## config.mk

```make
export PLATFORM = sky130hd
export DESIGN_NAME = int_alu_flags
export DESIGN_NICKNAME = d
export VERILOG_FILES = /design/src/rtl/alu_pkg.sv /design/src/rtl/alu_arith.sv /design/src/rtl/alu_bitwise.sv /design/src/rtl/alu_flagreg.sv /design/src/rtl/int_alu_flags.sv
export SDC_FILE = /design/constraint.sdc
export NUM_CORES = 1
export LEC_CHECK = 0
export BUFFER_PORTS_ARGS = -buffer_cell sky130_fd_sc_hd__buf_2
export CAP_MARGIN = 20
export CORE_MARGIN = 4
export CORE_UTILIZATION = 55
export CTS_CLUSTER_SIZE = 30
export DETAILED_ROUTE_END_ITERATION = 8
export GPL_ROUTABILITY_DRIVEN = 0
export PLACE_DENSITY = 0.86
export SYNTH_ARGS = -nofsm -noshare
export SYNTH_HDL_FRONTEND = slang
export SYNTH_SLANG_ARGS = --single-unit
export TNS_END_PERCENT = 100
```

## constraint.sdc

```tcl
create_clock -name clk -period 6.7 [get_ports clk]
set_clock_uncertainty 0.05 [all_clocks]
set_input_delay 0.335 -clock clk [delete_from_list [all_inputs] [get_ports clk]]
set_output_delay 0.335 -clock clk [all_outputs]
set_load 0.01 [all_outputs]
```

## src/rtl/alu_pkg.sv

```systemverilog
`timescale 1ns/1ps
package alu_pkg;
  typedef enum logic [2:0] {
    OP_ADD = 3'd0, OP_ADC = 3'd1, OP_SUB = 3'd2, OP_SBB = 3'd3,
    OP_AND = 3'd4, OP_OR  = 3'd5, OP_XOR = 3'd6, OP_CMP = 3'd7
  } alu_op_e;

  localparam int NFLAG = 6;
  localparam int FL_C = 0;
  localparam int FL_P = 1;
  localparam int FL_A = 2;
  localparam int FL_Z = 3;
  localparam int FL_S = 4;
  localparam int FL_V = 5;

  function automatic logic even_ones8(input logic [7:0] v);
    return ~(^v);
  endfunction

  function automatic logic is_subtract(input alu_op_e op);
    return (op == OP_SUB) || (op == OP_SBB) || (op == OP_CMP);
  endfunction

  function automatic logic is_bitwise(input alu_op_e op);
    return (op == OP_AND) || (op == OP_OR) || (op == OP_XOR);
  endfunction
endpackage

```

## src/rtl/alu_arith.sv

```systemverilog
`timescale 1ns/1ps
module alu_arith #(
  parameter int W = 32
) (
  input  logic         clk,
  input  logic         rst_n,
  input  logic [W-1:0] a,
  input  logic [W-1:0] b,
  input  logic         sub,
  input  logic         cin,
  output logic [W-1:0] sum,
  output logic         carry_flag,
  output logic         aux_flag,
  output logic         ovf_flag
);
  logic [W-1:0] b_eff;
  logic         c0;
  logic [4:0]   low_sum;
  logic [W:0]   full_sum;

  assign b_eff    = sub ? ~b : b;
  assign c0       = sub ? ~cin : cin;
  assign low_sum  = {1'b0, a[3:0]} + {1'b0, b_eff[3:0]} + {4'b0, c0};
  assign full_sum = {1'b0, a} + {1'b0, b_eff} + {{W{1'b0}}, c0};

  assign sum        = full_sum[W-1:0];
  assign carry_flag = sub ? ~full_sum[W] : full_sum[W];
  assign aux_flag   = sub ? ~low_sum[4] : low_sum[4];
  assign ovf_flag   = (a[W-1] == b_eff[W-1]) && (full_sum[W-1] != a[W-1]);


  sub_borrow_chk: assert property (@(posedge clk) disable iff (!rst_n)
    (sub && !cin) |-> (carry_flag == (a < b)));


  sub_equal_chk: assert property (@(posedge clk) disable iff (!rst_n)
    (sub && !cin) |-> ((sum == '0) == (a == b)));


  add_zero_chk: assert property (@(posedge clk) disable iff (!rst_n)
    (!sub && !cin && b == '0) |-> (sum == a && !carry_flag && !ovf_flag && !aux_flag));
endmodule

```

## src/rtl/alu_bitwise.sv

```systemverilog
`timescale 1ns/1ps
module alu_bitwise #(
  parameter int W = 32
) (
  input  alu_pkg::alu_op_e op,
  input  logic [W-1:0]     a,
  input  logic [W-1:0]     b,
  output logic [W-1:0]     res
);
  import alu_pkg::*;
  always_comb begin
    unique case (op)
      OP_AND:  res = a & b;
      OP_OR:   res = a | b;
      OP_XOR:  res = a ^ b;
      default: res = '0;
    endcase
  end
endmodule

```

## src/rtl/alu_flagreg.sv

```systemverilog
`timescale 1ns/1ps
module alu_flagreg #(
  parameter int NF   = 6,
  parameter int SELW = 3
) (
  input  logic            clk,
  input  logic            rst_n,
  input  logic            we,
  input  logic            mod,
  input  logic [SELW-1:0] sel,
  input  logic            val,
  input  logic [NF-1:0]   fresh,
  output logic [NF-1:0]   flags
);
  logic sel_ok;
  assign sel_ok = (int'(sel) < NF);

  always_ff @(posedge clk or negedge rst_n) begin
    if (!rst_n) begin
      flags <= '0;
    end else if (mod) begin
      if (sel_ok) flags[sel] <= val;
    end else if (we) begin
      flags <= fresh;
    end
  end


  flag_load_chk: assert property (@(posedge clk) disable iff (!rst_n)
    (we && !mod) |=> (flags == $past(fresh)));


  flag_hold_chk: assert property (@(posedge clk) disable iff (!rst_n)
    (!we && !mod) |=> $stable(flags));


  flag_direct_chk: assert property (@(posedge clk) disable iff (!rst_n)
    (mod && sel_ok) |=> (flags[$past(sel)] == $past(val)));


  flag_badsel_chk: assert property (@(posedge clk) disable iff (!rst_n)
    (mod && !sel_ok) |=> $stable(flags));


  flag_onebit_chk: assert property (@(posedge clk) disable iff (!rst_n)
    mod |=> ($countones(flags ^ $past(flags)) <= 1));
endmodule

```

## src/rtl/int_alu_flags.sv

```systemverilog
`timescale 1ns/1ps
module int_alu_flags #(
  parameter int W = 32
) (
  input  logic         clk,
  input  logic         rst_n,
  input  logic         valid_i,
  input  logic [2:0]   op_i,
  input  logic [W-1:0] a_i,
  input  logic [W-1:0] b_i,
  input  logic         flag_we_i,
  input  logic         flag_mod_i,
  input  logic [2:0]   flag_sel_i,
  input  logic         flag_val_i,
  output logic [W-1:0] result_o,
  output logic         res_valid_o,
  output logic [5:0]   next_flags_o,
  output logic [5:0]   flags_o
);
  import alu_pkg::*;

  alu_op_e      op;
  logic         do_sub;
  logic         do_bitwise;
  logic         carry_in;
  logic [W-1:0] arith_sum;
  logic [W-1:0] bit_res;
  logic         ar_carry;
  logic         ar_aux;
  logic         ar_ovf;
  logic [W-1:0] result;
  logic [NFLAG-1:0] fresh;

  assign op         = alu_op_e'(op_i);
  assign do_sub     = is_subtract(op);
  assign do_bitwise = is_bitwise(op);
  assign carry_in   = ((op == OP_ADC) || (op == OP_SBB)) ? flags_o[FL_C] : 1'b0;

  alu_arith #(.W(W)) u_arith (
    .clk(clk), .rst_n(rst_n), .a(a_i), .b(b_i), .sub(do_sub), .cin(carry_in),
    .sum(arith_sum), .carry_flag(ar_carry), .aux_flag(ar_aux), .ovf_flag(ar_ovf)
  );

  alu_bitwise #(.W(W)) u_bitwise (
    .op(op), .a(a_i), .b(b_i), .res(bit_res)
  );

  assign result = do_bitwise ? bit_res : arith_sum;

  always_comb begin
    fresh       = '0;
    fresh[FL_C] = do_bitwise ? 1'b0 : ar_carry;
    fresh[FL_V] = do_bitwise ? 1'b0 : ar_ovf;
    fresh[FL_A] = do_bitwise ? 1'b0 : ar_aux;
    fresh[FL_S] = result[W-1];
    fresh[FL_Z] = (result == '0);
    fresh[FL_P] = even_ones8(result[7:0]);
  end

  alu_flagreg #(.NF(NFLAG), .SELW(3)) u_flags (
    .clk(clk), .rst_n(rst_n), .we(flag_we_i), .mod(flag_mod_i),
    .sel(flag_sel_i), .val(flag_val_i), .fresh(fresh), .flags(flags_o)
  );

  assign result_o     = result;
  assign res_valid_o  = valid_i && (op != OP_CMP);
  assign next_flags_o = fresh;


  cmp_nowb_chk: assert property (@(posedge clk) disable iff (!rst_n)
    (op_i == 3'd7) |-> !res_valid_o);


  bitwise_clear_chk: assert property (@(posedge clk) disable iff (!rst_n)
    (op_i == 3'd4 || op_i == 3'd5 || op_i == 3'd6) |->
      (next_flags_o[0] == 1'b0 && next_flags_o[5] == 1'b0 && next_flags_o[2] == 1'b0));


  adc_chain_chk: assert property (@(posedge clk) disable iff (!rst_n)
    (op_i == 3'd1 && flags_o[0] && a_i == '1 && b_i == '0) |->
      (result_o == '0 && next_flags_o[0]));


  sbb_chain_chk: assert property (@(posedge clk) disable iff (!rst_n)
    (op_i == 3'd3 && flags_o[0] && a_i == b_i) |->
      (result_o == '1 && next_flags_o[0]));
endmodule

```

==> results.yml <==
global_routing:
  grt-ovfl-total: 0
  grt.total_usage: 0.281
  grt_pass1_vias: 5501
  grt_antenna_before_repair: 0
  grt_pass1_wl_microns: 24800
  grt_max_degree: 38
layout:
  drive_above_1_share: 0.205
  mostFrequentLayoutCells: "buf_2, ha_1, inv_1, nand2_1, o21ai_0"
  regMostFlops: "u_flags.flags"
  final_common_cell: "buf_2"
  diodes: 0
  largestRegisters: "u_flags.flags: 6 flops"
  area_growth_pct: 13.6
  stdcell_area_sq_um: 5660
  utilization: 0.646
  largest_reg_flops: 6
  regArea_sq_um: 150
  multi_input_area_sq_um: 4350
  fillers: 769
  nets: 975
worst_setup_path:
  crit_path_start_kind: "input port"
  critPathKind: "input port to primary output"
  end_kind: "primary output"
  crit_required_ps: 6310
  r2r-end: "u_flags.flags[3]"
  r2r-start: "u_flags.flags[0]"
  rr_worst_depth: 13
  reg2reg_slack_ps: 2600
  arrival_ps: 5540
  critPathMaxFanout: 35
worst_hold_path:
  holdPathEnd: "u_flags.flags[2]"
  hold_path.class: "input port to register"
  hp-start: "flag_val_i"
  hold_depth: 3
floorplan:
  die_h_microns: 103
  fp.dieW_microns: 103
  initial_core_util: 0.569
  core_area_sq_um: 8760
  ios: 121
  die_area_sq_um: 10700
  rows: 34
power:
  p_leak_nw: 2.88
  seq_power_share: 0.058
  internal-power_w: 0.000388
  switching_power_w: 0.000477
  finalPower_w: 0.000865
  combPwrFrac: 0.879
  p_per_area_nw_per_um2: 153
  switching_share: 0.551
  irDropWorstVdd_mv: 0.0803
  clock_power_share: 0.062
synthesis:
  async_flop_share: 1.00
  synth_xor_area_frac: 0.0984
  synthDistinctLibCells: 66
  synth-main-ff-cell: "dfrtp_1"
  synth-edff-count: 0
  synthMuxAreaShare: 0.0758
  synth.cell_area_sq_um: 4990
  ys_seq_area_frac: 0.0301
  syn_inst: 700
  synth-adder-area-share: 0.259
  syn-num-nets: 878
  yosys_warnings: 0
  synth_area_per_cell_sq_um: 7.12
  synth_compound_area_frac: 0.269
  synth_top_family_by_area: "compound AO/OA/AOI/OAI gates"
  synth_seq_cells: 6
  yosys.area_share.simple: 0.169
sta:
  rsz0062_at_grt: "no"
  slew-limit-headroom: 0.324
  final_max_slew_viol_count: 0
  setup_viol_count_final: 0
  final_hold_viol_count: 0
  period_minus_slack_ps: 5930
  worst_pin_slew_ps: 988
  final.setup.tns_ps: 0
  max_freq_mhz: 169
  post-route-period-util: 0.885
clock_tree:
  cts_sinks: 6
  clockBufferDepth: 2
  path_clk_slew_ps: 40
  cts_buffers: 3
  clockRootBuffer: "clkbuf_8"
  clock_latency_ps: 220
  tritoncts: "done"
  cts_htree_levels: 1
placed_design:
  dpl-instance-area_sq_um: 5610
  hpwlAfterDp_microns: 12700
  port_buffers: 120
route:
  via_per_inst: 6.35
  ant_nets: 0
  drc: 0
  drt_iter0_markers: 475
  vias: 5737
  wl_microns: 15600
  post_drt_wl_per_cell_microns: 17.3
  drtPass1Iterations: 7
flow_run:
  drv_cap: 0
status:
  status: "finished clean"
## what timing repair did
item	CTS	global route
hold buffers	1	0
buffers inserted	0	0
hold endpoints to repair	6	0
resized for setup	0	0
## power groups by stage
stage	sequential [W]	clock (W)	combinational, W
floorplan	0.0000546	0	0.000504
global placement	0.0000501	0	0.000713
detailed placement	0.0000506	0	0.000740
CTS	0.0000502	0.0000544	0.000745
global route	0.0000509	0.0000573	0.000829
finish	0.0000505	0.0000540	0.000761
## metal layers
| layer | share of wire | GRT usage |
|---|---|---|
| met4 | 0.045 | 0.118 |
| met1 | 0.37 | 0.333 |
| met5 | 0 | 0 |
| met3 | 0.10 | 0.0416 |
| met2 | 0.48 | 0.505 |
## cell usage after synthesis, types with 2 or more instances
| cell type | instances | share of area |
|---|---|---|
| ha_1 | 100 | 0.25 |
| inv_1 | 88 | 0.066 |
| nand2_1 | 62 | 0.047 |
| o21ai_0 | 57 | 0.057 |
| xnor2_1 | 50 | 0.088 |
| a21oi_1 | 47 | 0.047 |
| nor2_1 | 32 | 0.024 |
| mux2_2 | 22 | 0.050 |
| clkbuf_1 | 17 | 0.013 |
| mux2i_1 | 13 | 0.026 |
| nand4_1 | 12 | 0.015 |
| o21a_1 | 12 | 0.018 |
| a211oi_1 | 10 | 0.015 |
| a21o_1 | 10 | 0.015 |
| a22oi_1 | 10 | 0.015 |
| a31oi_1 | 10 | 0.013 |
| nor3_1 | 10 | 0.010 |
| o22ai_1 | 9 | 0.011 |
| nor2b_1 | 8 | 0.010 |
| or3_1 | 8 | 0.010 |
| buf_2 | 7 | 0.0070 |
| nand3_1 | 7 | 0.0070 |
| nor4_1 | 7 | 0.0088 |
| o21bai_1 | 7 | 0.011 |
| and2_1 | 6 | 0.0075 |
| buf_1 | 6 | 0.0045 |
| dfrtp_1 | 6 | 0.030 |
| xor2_1 | 6 | 0.011 |
| and3_1 | 5 | 0.0063 |
| buf_4 | 5 | 0.0075 |
| a311oi_1 | 4 | 0.0070 |
| a22o_1 | 3 | 0.0053 |
| a2111o_1 | 2 | 0.0045 |
| a221o_1 | 2 | 0.0040 |
| a221oi_1 | 2 | 0.0035 |
| a311o_1 | 2 | 0.0040 |
| a32oi_1 | 2 | 0.0035 |
| and3_2 | 2 | 0.0030 |
| and4_1 | 2 | 0.0035 |
| fa_1 | 2 | 0.0080 |
| nand3b_1 | 2 | 0.0030 |
| o211ai_1 | 2 | 0.0030 |
## metrics by stage
stage	instances	hold WS, ps	setup WS, ps
after global placement	899	117	1010
final	903	428	772
after global routing	903	452	521
after CTS	903	424	852
after floorplan	700	-10.6	723
after detailed placement	899	119	857
## cells by family (layout without fill, tap and decap cells)
| kind of cell | count (synthesis) | after routing |
|---|---|---|
| xor gates and xnor gates | 56 | 56 |
| adders and majority gates | 102 | 102 |
| and+or+nand+nor | 171 | 171 |
| buffers and inverters | 124 | 219 |
| muxes | 35 | 35 |
| AOI/OAI and AO/OA | 206 | 206 |
| DFF | 6 | 6 |
## critical path, stage by stage
cell and delay (ps):
buf_2 550, nand2b_1 270, nand2_2 130, buf_4 310, xnor2_1 190, fa_1 220, inv_1 60, fa_1 410
a21o_4 240, a221o_2 450, xor2_1 170, o21ai_0 240, ha_1 180, and4_1 190, nand2_1 60, or3_1 310
nor4_1 220, nand4b_1 140, or4_1 520, nor3_2 200, buf_2 160
## cell type report
cell class,count,area share
clock buffer,3,0.00729
inverter,89,0.0590
multi-input combinational,570,0.768
sequential,6,0.0265
tap,108,0.0239
timing repair buffer,127,0.116
## worst max-delay path by stage
stage,startpoint,to,slack [ps],cells after the start
6_report,op_i[2],next_flags_o[3],770,21
5_1_grt,op_i[2],next_flags_o[3],520,21
2_1_floorplan,op_i[1],next_flags_o[3],720,22
3_5_place_dp,op_i[2],next_flags_o[3],860,21
3_3_place_gp,op_i[2],next_flags_o[3],1010,21
4_1_cts,op_i[2],next_flags_o[3],850,21
(Power assumes the default switching activity.)
